===== src/rtl/solhold_pkg.sv =====
package solhold_pkg;

  localparam int MS_W   = 9;   // enough for the longest pull-in (300)
  localparam int DUTY_W = 3;   // eighths
  localparam int CODE_W = 4;

  typedef struct packed {
    logic              seq_en;
    logic [DUTY_W-1:0] duty;
    logic [CODE_W-1:0] ecode;
  } ctrl_t;

  typedef enum logic [1:0] {
    ST_IDLE     = 2'd0,
    ST_FULL     = 2'd1,
    ST_ENERGIZE = 2'd2,
    ST_HOLD     = 2'd3
  } phase_t;

  function automatic logic [MS_W-1:0] pullin_ms(input logic [CODE_W-1:0] c);
    logic [MS_W-1:0] v;
    case (c)
      4'd0:    v = 9'd0;
      4'd1:    v = 9'd3;
      4'd2:    v = 9'd5;
      4'd3:    v = 9'd10;
      4'd4:    v = 9'd15;
      4'd5:    v = 9'd20;
      4'd6:    v = 9'd30;
      4'd7:    v = 9'd50;
      4'd8:    v = 9'd80;
      4'd9:    v = 9'd110;
      4'd10:   v = 9'd140;
      4'd11:   v = 9'd170;
      4'd12:   v = 9'd200;
      4'd13:   v = 9'd230;
      4'd14:   v = 9'd260;
      default: v = 9'd300;
    endcase
    return v;
  endfunction

endpackage


===== src/rtl/solhold_energize_timer.sv =====
module solhold_energize_timer
  import solhold_pkg::*;
(
  input  logic              clk,
  input  logic              rst,
  input  logic              start,
  input  logic [CODE_W-1:0] code,
  input  logic              run,
  input  logic              tick,
  output logic              expire,
  output logic [MS_W-1:0]   cnt_o,
  output logic [MS_W-1:0]   dur_o
);

  logic [MS_W-1:0] cnt_q;
  logic [MS_W-1:0] dur_q;
  logic [MS_W:0]   cnt_inc;

  assign cnt_inc = {1'b0, cnt_q} + {{MS_W{1'b0}}, 1'b1};
  assign expire  = run && tick && (cnt_inc >= {1'b0, dur_q});

  always_ff @(posedge clk) begin
    if (rst) begin
      cnt_q <= '0;
      dur_q <= '0;
    end else if (start) begin
      cnt_q <= '0;
      dur_q <= pullin_ms(code);
    end else if (run && tick && !expire) begin
      cnt_q <= cnt_inc[MS_W-1:0];
    end
  end

  assign cnt_o = cnt_q;
  assign dur_o = dur_q;

endmodule


===== src/rtl/solhold_pwm.sv =====
module solhold_pwm #(
  parameter int PRESCALE = 4,
  parameter int DUTY_W   = 3
) (
  input  logic              clk,
  input  logic              rst,
  input  logic              restart,
  output logic [DUTY_W-1:0] slot_nxt
);

  localparam int PRE_W = (PRESCALE > 1) ? $clog2(PRESCALE) : 1;
  localparam logic [PRE_W-1:0] PRE_LAST = PRE_W'(PRESCALE - 1);

  logic [PRE_W-1:0]  pre_q, pre_nxt;
  logic [DUTY_W-1:0] slot_q;

  always_comb begin
    if (restart) begin
      pre_nxt  = '0;
      slot_nxt = '0;
    end else if (pre_q == PRE_LAST) begin
      pre_nxt  = '0;
      slot_nxt = slot_q + 1'b1;
    end else begin
      pre_nxt  = pre_q + 1'b1;
      slot_nxt = slot_q;
    end
  end

  always_ff @(posedge clk) begin
    if (rst) begin
      pre_q  <= '0;
      slot_q <= '0;
    end else begin
      pre_q  <= pre_nxt;
      slot_q <= slot_nxt;
    end
  end

endmodule


===== src/rtl/solhold_seq.sv =====
module solhold_seq
  import solhold_pkg::*;
(
  input  logic              clk,
  input  logic              rst,
  input  logic              chan_on,
  input  ctrl_t             ctrl,
  input  logic              expire,
  output logic              act,
  output phase_t            state_q,
  output phase_t            state_nxt,
  output logic [DUTY_W-1:0] duty_q,
  output logic [DUTY_W-1:0] duty_nxt
);

  logic on_q;

  assign act = chan_on && !on_q;

  always_comb begin
    state_nxt = state_q;
    if (!chan_on) begin
      state_nxt = ST_IDLE;
    end else if (act) begin
      if (!ctrl.seq_en)           state_nxt = ST_FULL;
      else if (ctrl.ecode == '0)  state_nxt = ST_HOLD;
      else                        state_nxt = ST_ENERGIZE;
    end else if (state_q == ST_ENERGIZE && expire) begin
      state_nxt = ST_HOLD;
    end
  end

  assign duty_nxt = act ? ctrl.duty : duty_q;

  always_ff @(posedge clk) begin
    if (rst) begin
      on_q    <= 1'b0;
      state_q <= ST_IDLE;
      duty_q  <= '0;
    end else begin
      on_q    <= chan_on;
      state_q <= state_nxt;
      duty_q  <= duty_nxt;
    end
  end

endmodule


===== src/rtl/solhold_ctrl.sv =====
module solhold_ctrl
  import solhold_pkg::*;
#(
  parameter int PRESCALE = 4
) (
  input  logic       clk,
  input  logic       rst,
  input  logic       ctrl_we,
  input  logic [7:0] ctrl_wdata,
  input  logic       chan_on,
  input  logic       ms_tick,
  output logic       gate_en
);

  ctrl_t             ctrl_q;
  logic              act;
  logic              expire;
  phase_t            state_q, state_nxt;
  logic [DUTY_W-1:0] duty_q, duty_nxt;
  logic [DUTY_W-1:0] slot_nxt;
  logic [MS_W-1:0]   ms_cnt, dur_q;
  logic              gate_d;

  always_ff @(posedge clk) begin
    if (rst)          ctrl_q <= '0;
    else if (ctrl_we) ctrl_q <= ctrl_t'(ctrl_wdata);
  end

  solhold_seq u_seq (
    .clk       (clk),
    .rst       (rst),
    .chan_on   (chan_on),
    .ctrl      (ctrl_q),
    .expire    (expire),
    .act       (act),
    .state_q   (state_q),
    .state_nxt (state_nxt),
    .duty_q    (duty_q),
    .duty_nxt  (duty_nxt)
  );

  solhold_energize_timer u_timer (
    .clk    (clk),
    .rst    (rst),
    .start  (act),
    .code   (ctrl_q.ecode),
    .run    (state_q == ST_ENERGIZE),
    .tick   (ms_tick),
    .expire (expire),
    .cnt_o  (ms_cnt),
    .dur_o  (dur_q)
  );

  solhold_pwm #(
    .PRESCALE (PRESCALE),
    .DUTY_W   (DUTY_W)
  ) u_pwm (
    .clk      (clk),
    .rst      (rst),
    .restart  ((state_nxt == ST_HOLD) && (state_q != ST_HOLD)),
    .slot_nxt (slot_nxt)
  );

  always_comb begin
    case (state_nxt)
      ST_FULL, ST_ENERGIZE: gate_d = 1'b1;
      ST_HOLD:              gate_d = (slot_nxt < duty_nxt);
      default:              gate_d = 1'b0;
    endcase
  end

  always_ff @(posedge clk) begin
    if (rst) gate_en <= 1'b0;
    else     gate_en <= gate_d;
  end

endmodule


===== config.mk =====
export PLATFORM = sky130hd
export DESIGN_NAME = solhold_ctrl
export DESIGN_NICKNAME = d
export VERILOG_FILES = /design/src/rtl/solhold_pkg.sv /design/src/rtl/solhold_energize_timer.sv /design/src/rtl/solhold_pwm.sv /design/src/rtl/solhold_seq.sv /design/src/rtl/solhold_ctrl.sv
export SDC_FILE = /design/constraint.sdc
export NUM_CORES = 1
export LEC_CHECK = 0
export BUFFER_PORTS_ARGS = -buffer_cell sky130_fd_sc_hd__buf_2
export CAP_MARGIN = 20
export CORE_MARGIN = 3
export CORE_UTILIZATION = 32
export CTS_BUF_LIST = sky130_fd_sc_hd__clkbuf_2
export DETAILED_ROUTE_END_ITERATION = 12
export PLACE_DENSITY = 0.51
export SYNTH_ARGS = -nofsm -noshare
export SYNTH_HDL_FRONTEND = slang
export SYNTH_SLANG_ARGS = --single-unit

===== constraint.sdc =====
create_clock -name clk -period 8.8 [get_ports clk]
set_clock_uncertainty 0.2 [all_clocks]
set_input_delay 0.44 -clock clk [delete_from_list [all_inputs] [get_ports clk]]
set_output_delay 0.44 -clock clk [all_outputs]
set_load 0.005 [all_outputs]

==> results.tsv, run 1 <==
stage	metric	value	unit
sta	crit_share_post_route	46.7	%
outcome	run_status	finished, final reports clean	
critical_path	end_kind	flop	
cts	postCtsSetupBuffers	0	
floorplanning	rows	28	
min_path	timing.hold.worst.start	ctrl_wdata[6]	
yosys	ys_top_cells_by_count	sky130_fd_sc_hd__dfxtp_1 (38), sky130_fd_sc_hd__nor2_1 (27), sky130_fd_sc_hd__ha_1 (23)	
cts	level_count_of_the_clock_h_tree	2	
global_route	global_route.usage.total	11.5	%
critical_path	rr_worst_depth	19	
global_route	antenna_found_initial	0	
cts	clock_tree_from_tritoncts	yes	
placement	place_hpwl	2710	microns
yosys	synthesis.yosys.warnings	0	
cells_and_area	final_cell_area	2230	sq um
critical_path	worstSetupPathType	flop to flop	
placement	port-buffer-count	13	
cells_and_area	fin_util	36.8	%
drt	count_of_antenna_violating_nets_left_after_detailed_routing	0	
yosys	yosys_most_used_dff	sky130_fd_sc_hd__dfxtp_1	
critical_path	cp.arrival	4.25	ns
yosys	synth.yosys.seq_area_share	37.0	%
min_path	min_delay_path_depth	3	
critical_path	regToRegStartpoint	u_timer.cnt_o[0]$_SDFFE_PP0P_	
sta	fin_hold_ws	0.0620	ns
yosys	synth-seq-cells	38	
global_route	grt.overflow.total	0	
cts	numClockSinks	38	
floorplanning	dieArea	7430	sq um
yosys	synth_top_cells_by_area	sky130_fd_sc_hd__dfxtp_1 (37%), sky130_fd_sc_hd__ha_1 (14%), sky130_fd_sc_hd__mux2i_1 (7.8%)	
placement	dpl-instance-area	2170	sq um
drt	totalWireLength	3810	microns
cts	cts_max_path_buffers	2	
power_and_ir_drop	p_sw_share	26.6	%
critical_path	startpoint_type	flop	
power_and_ir_drop	p_int	244	uW
floorplanning	die_x	86.2	microns
drt	firstDrtPassIters	4	
power_and_ir_drop	p_seq_share	55.9	%
global_route	grt_pass1_vias	1488	
yosys	synthesis.nets	272	
min_path	hold_end	ctrl_q[6]$_SDFFE_PP0P_	
drt	remaining_drc_errors	0	
floorplanning	i_o_pin_count	14	
cts	clock_edge_transition_at_the_registers_on_the_reported_setup_and_hold_paths	0.20	ns
yosys	yosysMostFrequentCell	sky130_fd_sc_hd__dfxtp_1	
floorplanning	initial_core_util	34.0	%
sta	timing.fmax	243	MHz
cells_and_area	area_delta_synth_final	8.45	%
power_and_ir_drop	combinational_power_share	11.5	%
run	maxCapViolCount	0	
power_and_ir_drop	power-per-cell-area	149	nW/um^2
cells_and_area	final_layout_size_suffix_gt1_share	10.2	%
placement	finalWeightedCongestion	0.758	
sta	worst-slew-pin-transition	0.697	ns
drt	via_per_inst	4.77	
global_route	wire_length_of_the_first_global_routing_pass	6930	microns
critical_path	cp.required	8.94	ns
cts	number_of_buffers_inserted_by_hold_repair_at_cts	0	
sta	hold_violation_total_from_the_final_report	0	
critical_path	r2r_setup_slack	4.69	ns
yosys	synth-edff-count	0	
sta	rsz0062_at_grt	false	
critical_path	rr_endpoint	gate_en$_SDFF_PP0_	
power_and_ir_drop	max-vdd-ir-drop	0.0709	mV
power_and_ir_drop	clkPwrFrac	32.7	%
yosys	synth_area_per_cell	8.72	sq um
cts	cts_made_buffers	5	
yosys	async_reset_ff_share	0	%
sta	finalSetupTns	0	ns
sta	report.final.slew_viol_count	0	
yosys	postSynthCellCount	236	
drt	route.vias.total	1530	
sta	slew_headroom	53.5	%
power_and_ir_drop	switch_pwr	88.5	uW
yosys	netlist.top_cell.by_area	sky130_fd_sc_hd__dfxtp_1	
power_and_ir_drop	p_leak	0.965	nW
sta	setup_violations	0	
yosys	post_synth_instance_area	2060	sq um
cells_and_area	fin_nets	281	
sta	final.min_clock_period	4.11	ns
cells_and_area	diodes	0	
drt	routed_wire_length_per_instance	11.9	microns
floorplanning	die_y	86.2	microns
cts	worstSkewPairLatency	0.39	ns
cts	cts_resized	0	
critical_path	critical_path.max_fanout	8	
drt	number_of_design_rule_violations_left_by_the_first_detailed_router_iteration	75	
cts	cts.root.buffer_cell	sky130_fd_sc_hd__clkbuf_2	
yosys	synth_cell_type_count	38	
min_path	holdCritPathClass	input port to flop	
floorplanning	placeableCoreArea	6060	sq um
global_route	grt_start_max_net_pins	31	
yosys	synth_top_cell_area_share	37.0	%
## metal layers
layer / vias up / routed length, microns / part of all wire (%) / track usage, %
li1: 831 / - / - / -
met1: 674 / 2080 / 55 / 16.7
met2: 18 / 1560 / 41 / 16.6
met3: 7 / 114 / 3.0 / 2.85
met4: 0 / 59 / 1.6 / 3.82
met5: - / 0 / 0 / 0
## critical path: stages (launching register included)
cell and delay [ns]:
sky130_fd_sc_hd__dfxtp_1 0.46, sky130_fd_sc_hd__ha_1 0.23, sky130_fd_sc_hd__nand3_1 0.16, sky130_fd_sc_hd__nor2_1 0.25, sky130_fd_sc_hd__nand3_1 0.16, sky130_fd_sc_hd__xnor2_1 0.19
sky130_fd_sc_hd__ha_1 0.27, sky130_fd_sc_hd__a211o_1 0.27, sky130_fd_sc_hd__a31oi_2 0.17, sky130_fd_sc_hd__o21ai_0 0.11, sky130_fd_sc_hd__a21oi_1 0.24, sky130_fd_sc_hd__inv_1 0.07
sky130_fd_sc_hd__ha_1 0.21, sky130_fd_sc_hd__a21boi_1 0.21, sky130_fd_sc_hd__nor2_1 0.15, sky130_fd_sc_hd__ha_1 0.24, sky130_fd_sc_hd__o21a_1 0.10, sky130_fd_sc_hd__o21ai_0 0.15
sky130_fd_sc_hd__a31oi_1 0.10, sky130_fd_sc_hd__nor3_1 0.11
## how the worst max path moves through the flow
stage	end	start	depth (start not counted)	slack, ns
after detailed placement	gate_en$_SDFF_PP0_	u_timer.cnt_o[0]$_SDFFE_PP0P_	19	4.74
after floorplan	gate_en$_SDFF_PP0_	u_timer.cnt_o[0]$_SDFFE_PP0P_	19	5.10
after global routing	gate_en$_SDFF_PP0_	u_timer.cnt_o[0]$_SDFFE_PP0P_	19	4.28
after CTS	gate_en$_SDFF_PP0_	u_timer.cnt_o[0]$_SDFFE_PP0P_	19	4.67
final	gate_en$_SDFF_PP0_	u_timer.cnt_o[0]$_SDFFE_PP0P_	19	4.69
after global placement	gate_en$_SDFF_PP0_	u_timer.cnt_o[0]$_SDFFE_PP0P_	19	4.86
## cell type report
type,instances,area (sq um)
Inverter,19,71.3
Tap cell,75,93.8
Timing Repair Buffer,13,65.1
Clock inverter,3,40.0
Clock buffer,5,25.0
Sequential cell,38,761
Fill cell,635,3830
Multi-Input combinational cell,168,1180
## through the flow
step           power [mW]  std cells  worst slack [ns]
2_1_floorplan       0.218        236              5.10
3_3_place_gp        0.227        313              4.86
3_5_place_dp        0.228        313              4.74
4_1_cts             0.339        321              4.67
5_1_grt             0.354        321              4.28
6_report            0.332        321              4.69
## power by group through the flow
stage               Sequential, mW  Clock (mW)  Combinational, mW
global placement             0.189           0             0.0381
CTS                          0.186       0.114             0.0389
detailed placement           0.189           0             0.0387
finish                       0.186       0.109             0.0381
global route                 0.187       0.122             0.0450
floorplan                    0.186           0             0.0316
## registers in the layout, summed over array words and instances, names as in the netlist
register       cells
ctrl_q             8
gate_en            1
u_pwm.pre_q        2
u_pwm.slot_q       3
u_seq.duty_q       3
u_seq.on_q         1
u_seq.state_q      2
u_timer.cnt_o      9
u_timer.dur_o      9
## layout by cell type, fill, tap and decap left out, types with 2 or more instances in the layout
cell type / n
sky130_fd_sc_hd__nand2_1: 15
sky130_fd_sc_hd__xor2_1: 4
sky130_fd_sc_hd__o21ai_1: 2
sky130_fd_sc_hd__inv_1: 19
sky130_fd_sc_hd__a21oi_1: 18
sky130_fd_sc_hd__dfxtp_1: 38
sky130_fd_sc_hd__o21ai_0: 9
sky130_fd_sc_hd__or3_1: 7
sky130_fd_sc_hd__xnor2_1: 6
sky130_fd_sc_hd__mux2i_1: 16
sky130_fd_sc_hd__nand3_1: 6
sky130_fd_sc_hd__clkinv_2: 2
sky130_fd_sc_hd__a211oi_1: 7
sky130_fd_sc_hd__nor2_1: 27
sky130_fd_sc_hd__clkbuf_2: 5
sky130_fd_sc_hd__nor2b_1: 2
sky130_fd_sc_hd__buf_2: 13
sky130_fd_sc_hd__nand2b_1: 3
sky130_fd_sc_hd__nor3_1: 5
sky130_fd_sc_hd__nand4_1: 2
sky130_fd_sc_hd__ha_1: 23
## kinds of logic (layout without fill, tap and decap cells)
family,count (synthesis),after routing,share of synthesized area (%)
multiplexers,17,17,8.33
flip-flops,38,38,37.0
AND/OR/NAND/NOR,71,71,16.1
XOR/XNOR,10,10,4.26
adder cells (fa/ha/maj),23,23,14.0
AO/OA/AOI/OAI,47,47,14.5
buffers and inverters,30,40,5.90
Power figures use the tool's default switching activity.
==> inputs of run 2 (changes only) <==
Settings changed: PLACE_DENSITY 0.51 to 0.52.
Clock period 8.8 ns to 3.4 ns, I/O delays scaled along.
==> run 2 against run 1 <==
Against the previous run:
- the flow now finishes with violations (setup timing)
- design area up 18%
- hold slack worse by 0.027 ns
- core utilization up 6.5 points
- global-route usage up 0.93 points
- die area unchanged
- clock-buffer cell count unchanged
- cell count up 11%
- first-iteration DRC count down 55%
- setup slack worse by 4.8 ns
- critical endpoint unchanged
- highest routed layer unchanged
==> results.tsv, run 2 (same netlist as run 1, synthesis figures left out) <==
stage	metric	value	unit
outcome	run_status	finished, violations left	
outcome	failed_checks	setup timing	
cells_and_area	most_common_library_cell_in_the_layout_ignoring_fill_and_taps	sky130_fd_sc_hd__dfxtp_1	
critical_path	cp.required	3.52	ns
power_and_ir_drop	p_int	655	uW
sta	report.final.slew_viol_count	0	
global_route	grt_start_max_net_pins	31	
floorplanning	die_y	86.2	microns
sta	fin_ws	-0.123	ns
global_route	antenna_found_initial	0	
cts	clock_edge_transition_at_the_registers_on_the_reported_setup_and_hold_paths	0.22	ns
critical_path	r2r_setup_slack	-0.12	ns
power_and_ir_drop	switch_pwr	243	uW
power_and_ir_drop	p_sw_share	27.0	%
drt	route.vias.total	1660	
placement	finalWeightedCongestion	0.726	
floorplanning	placeableCoreArea	6060	sq um
global_route	grt_pass1_vias	1699	
drt	totalWireLength	4100	microns
floorplanning	i_o_pin_count	14	
critical_path	cp.arrival	3.64	ns
cts	cts_made_buffers	5	
cts	clock_tree_from_tritoncts	yes	
floorplanning	rows	28	
placement	place_hpwl	2810	microns
critical_path	critical_path.max_stage_delay	0.39	ns
floorplanning	die_x	86.2	microns
drt	firstDrtPassIters	4	
power_and_ir_drop	clkPwrFrac	32.2	%
critical_path	critical_path.max_fanout	3	
critical_path	startpoint_type	flop	
critical_path	end_kind	flop	
global_route	wire_length_of_the_first_global_routing_pass	7510	microns
floorplanning	dieArea	7430	sq um
sta	worst-slew-pin-transition	0.541	ns
power_and_ir_drop	p_leak	1.14	nW
power_and_ir_drop	p_seq_share	53.1	%
sta	final.min_clock_period	3.52	ns
cells_and_area	final_layout_size_suffix_gt1_share	20.6	%
drt	count_of_antenna_violating_nets_left_after_detailed_routing	0	
critical_path	rr_worst_depth	18	
critical_path	regToRegStartpoint	u_timer.cnt_o[0]$_SDFFE_PP0P_	
sta	rsz0062_at_grt	true	
power_and_ir_drop	power-per-cell-area	342	nW/um^2
floorplanning	initial_core_util	34.0	%
placement	dpl.cell_count	328	
critical_path	critical_path.cell_chain	nand4_1, nor3_4, xor2_1, ha_1, a21o_1, a211o_1, a31oi_2, o21ai_2, a21oi_2, inv_1, ha_2, a21boi_4, nor2_2, ha_1, o21a_1, o21ai_2, a31oi_1, nor3_1	
cts	numClockSinks	38	
min_path	min_delay_path_depth	2	
power_and_ir_drop	max-vdd-ir-drop	0.257	mV
run	maxCapViolCount	0	
cells_and_area	fin_nets	316	
cts	level_count_of_the_clock_h_tree	2	
cells_and_area	area_delta_synth_final	27.5	%
cells_and_area	num-fill-cells	605	
cts	cts.root.buffer_cell	sky130_fd_sc_hd__clkbuf_2	
cells_and_area	most-common-layout-cells	sky130_fd_sc_hd__dfxtp_1 (34), sky130_fd_sc_hd__nor2_1 (25), sky130_fd_sc_hd__ha_1 (21)	
drt	routed_wire_length_per_instance	11.5	microns
sta	finalSetupTns	-0.123	ns
placement	port-buffer-count	13	
global_route	grt.overflow.total	0	
min_path	hold_end	u_seq.state_q[0]$_SDFF_PP0_	
critical_path	rr_endpoint	gate_en$_SDFF_PP0_	
critical_path	worstSetupPathType	flop to flop	
drt	remaining_drc_errors	0	
power_and_ir_drop	combinational_power_share	14.7	%
min_path	timing.hold.worst.start	rst	
drt	number_of_design_rule_violations_left_by_the_first_detailed_router_iteration	34	
sta	crit_share_post_route	104	%
sta	timing.fmax	284	MHz
global_route	global_route.usage.total	12.4	%
cts	worstSkewPairLatency	0.38	ns
cells_and_area	diodes	0	
sta	slew_headroom	63.9	%
sta	setup_violations	1	
sta	fin_hold_ws	0.0351	ns
drt	via_per_inst	4.66	
critical_path	cpMaxStageDelayCell	sky130_fd_sc_hd__dfxtp_2	
min_path	holdCritPathClass	input port to flop	
sta	hold_violation_total_from_the_final_report	0	
cts	cts_max_path_buffers	2	
cells_and_area	stdcell_count	356	
run 2: what timing repair did:
| action | in CTS | in global routing |
|---|---|---|
| resized for setup | 1 | 5 |
| hold endpoints to repair | 11 | 0 |
| gates cloned | 0 | 0 |
| buffers inserted | 0 | 3 |
| setup endpoints to repair | 1 | 1 |
| hold buffers | 17 | 0 |
| pin swaps | 2 | 5 |
run 2: worst max path at each step:
stage,start,endpoint
2_1_floorplan,u_timer.cnt_o[3]$_SDFFE_PP0P_,gate_en$_SDFF_PP0_
3_3_place_gp,u_timer.cnt_o[1]$_SDFFE_PP0P_,gate_en$_SDFF_PP0_
3_5_place_dp,u_timer.cnt_o[1]$_SDFFE_PP0P_,gate_en$_SDFF_PP0_
4_1_cts,u_timer.cnt_o[2]$_SDFFE_PP0P_,gate_en$_SDFF_PP0_
5_1_grt,u_timer.cnt_o[0]$_SDFFE_PP0P_,gate_en$_SDFF_PP0_
6_report,u_timer.cnt_o[0]$_SDFFE_PP0P_,gate_en$_SDFF_PP0_
run 2: metrics by stage:
step                      cell area, sq um  utilization (%)  total power [mW]  worst slack [ns]
after floorplan                       2120                -             0.564           0.00128
after global placement                2340             38.6             0.593            0.0150
after detailed placement              2340             38.6             0.594           -0.0452
after CTS                             2580             42.5             0.910            -0.105
after global routing                  2620             43.3             0.952            -0.377
final                                 2620             43.3             0.898            -0.123
run 2: power by group through the flow:
stage	logic [mW]	registers, mW	clock network (mW)
after floorplan	0.0828	0.481	0
after global placement	0.107	0.486	0
after detailed placement	0.108	0.486	0
after CTS	0.128	0.477	0.305
after global routing	0.152	0.480	0.320
final	0.132	0.477	0.289
run 2: cell type report:
class | count | area, sq um | area share [%]
multi-input combinational | 168 | 1250 | 47.6
sequential | 38 | 771 | 29.4
timing repair buffer | 48 | 370 | 14.1
tap | 75 | 93.8 | 3.58
inverter | 19 | 71.3 | 2.72
clock inverter | 3 | 43.8 | 1.67
clock buffer | 5 | 25.0 | 0.954
run 2: worst max-delay path, delay by kind of cell, from the launching register on:
family	cells	cell delay (ns)
AOI/OAI and AO/OA	9	1.38
DFF	1	0.39
and+or+nand+nor	4	0.61
buffers and inverters	1	0.06
xor gates and xnor gates	1	0.17
adders and majority gates	3	0.66
run 2: metal layers:
metal	wire, microns	track usage [%]	up-vias
met3	98	2.85	2
met2	1840	20.5	15
met4	29	3.82	0
li1	-	-	900
met5	0	0	-
met1	2130	16.2	743
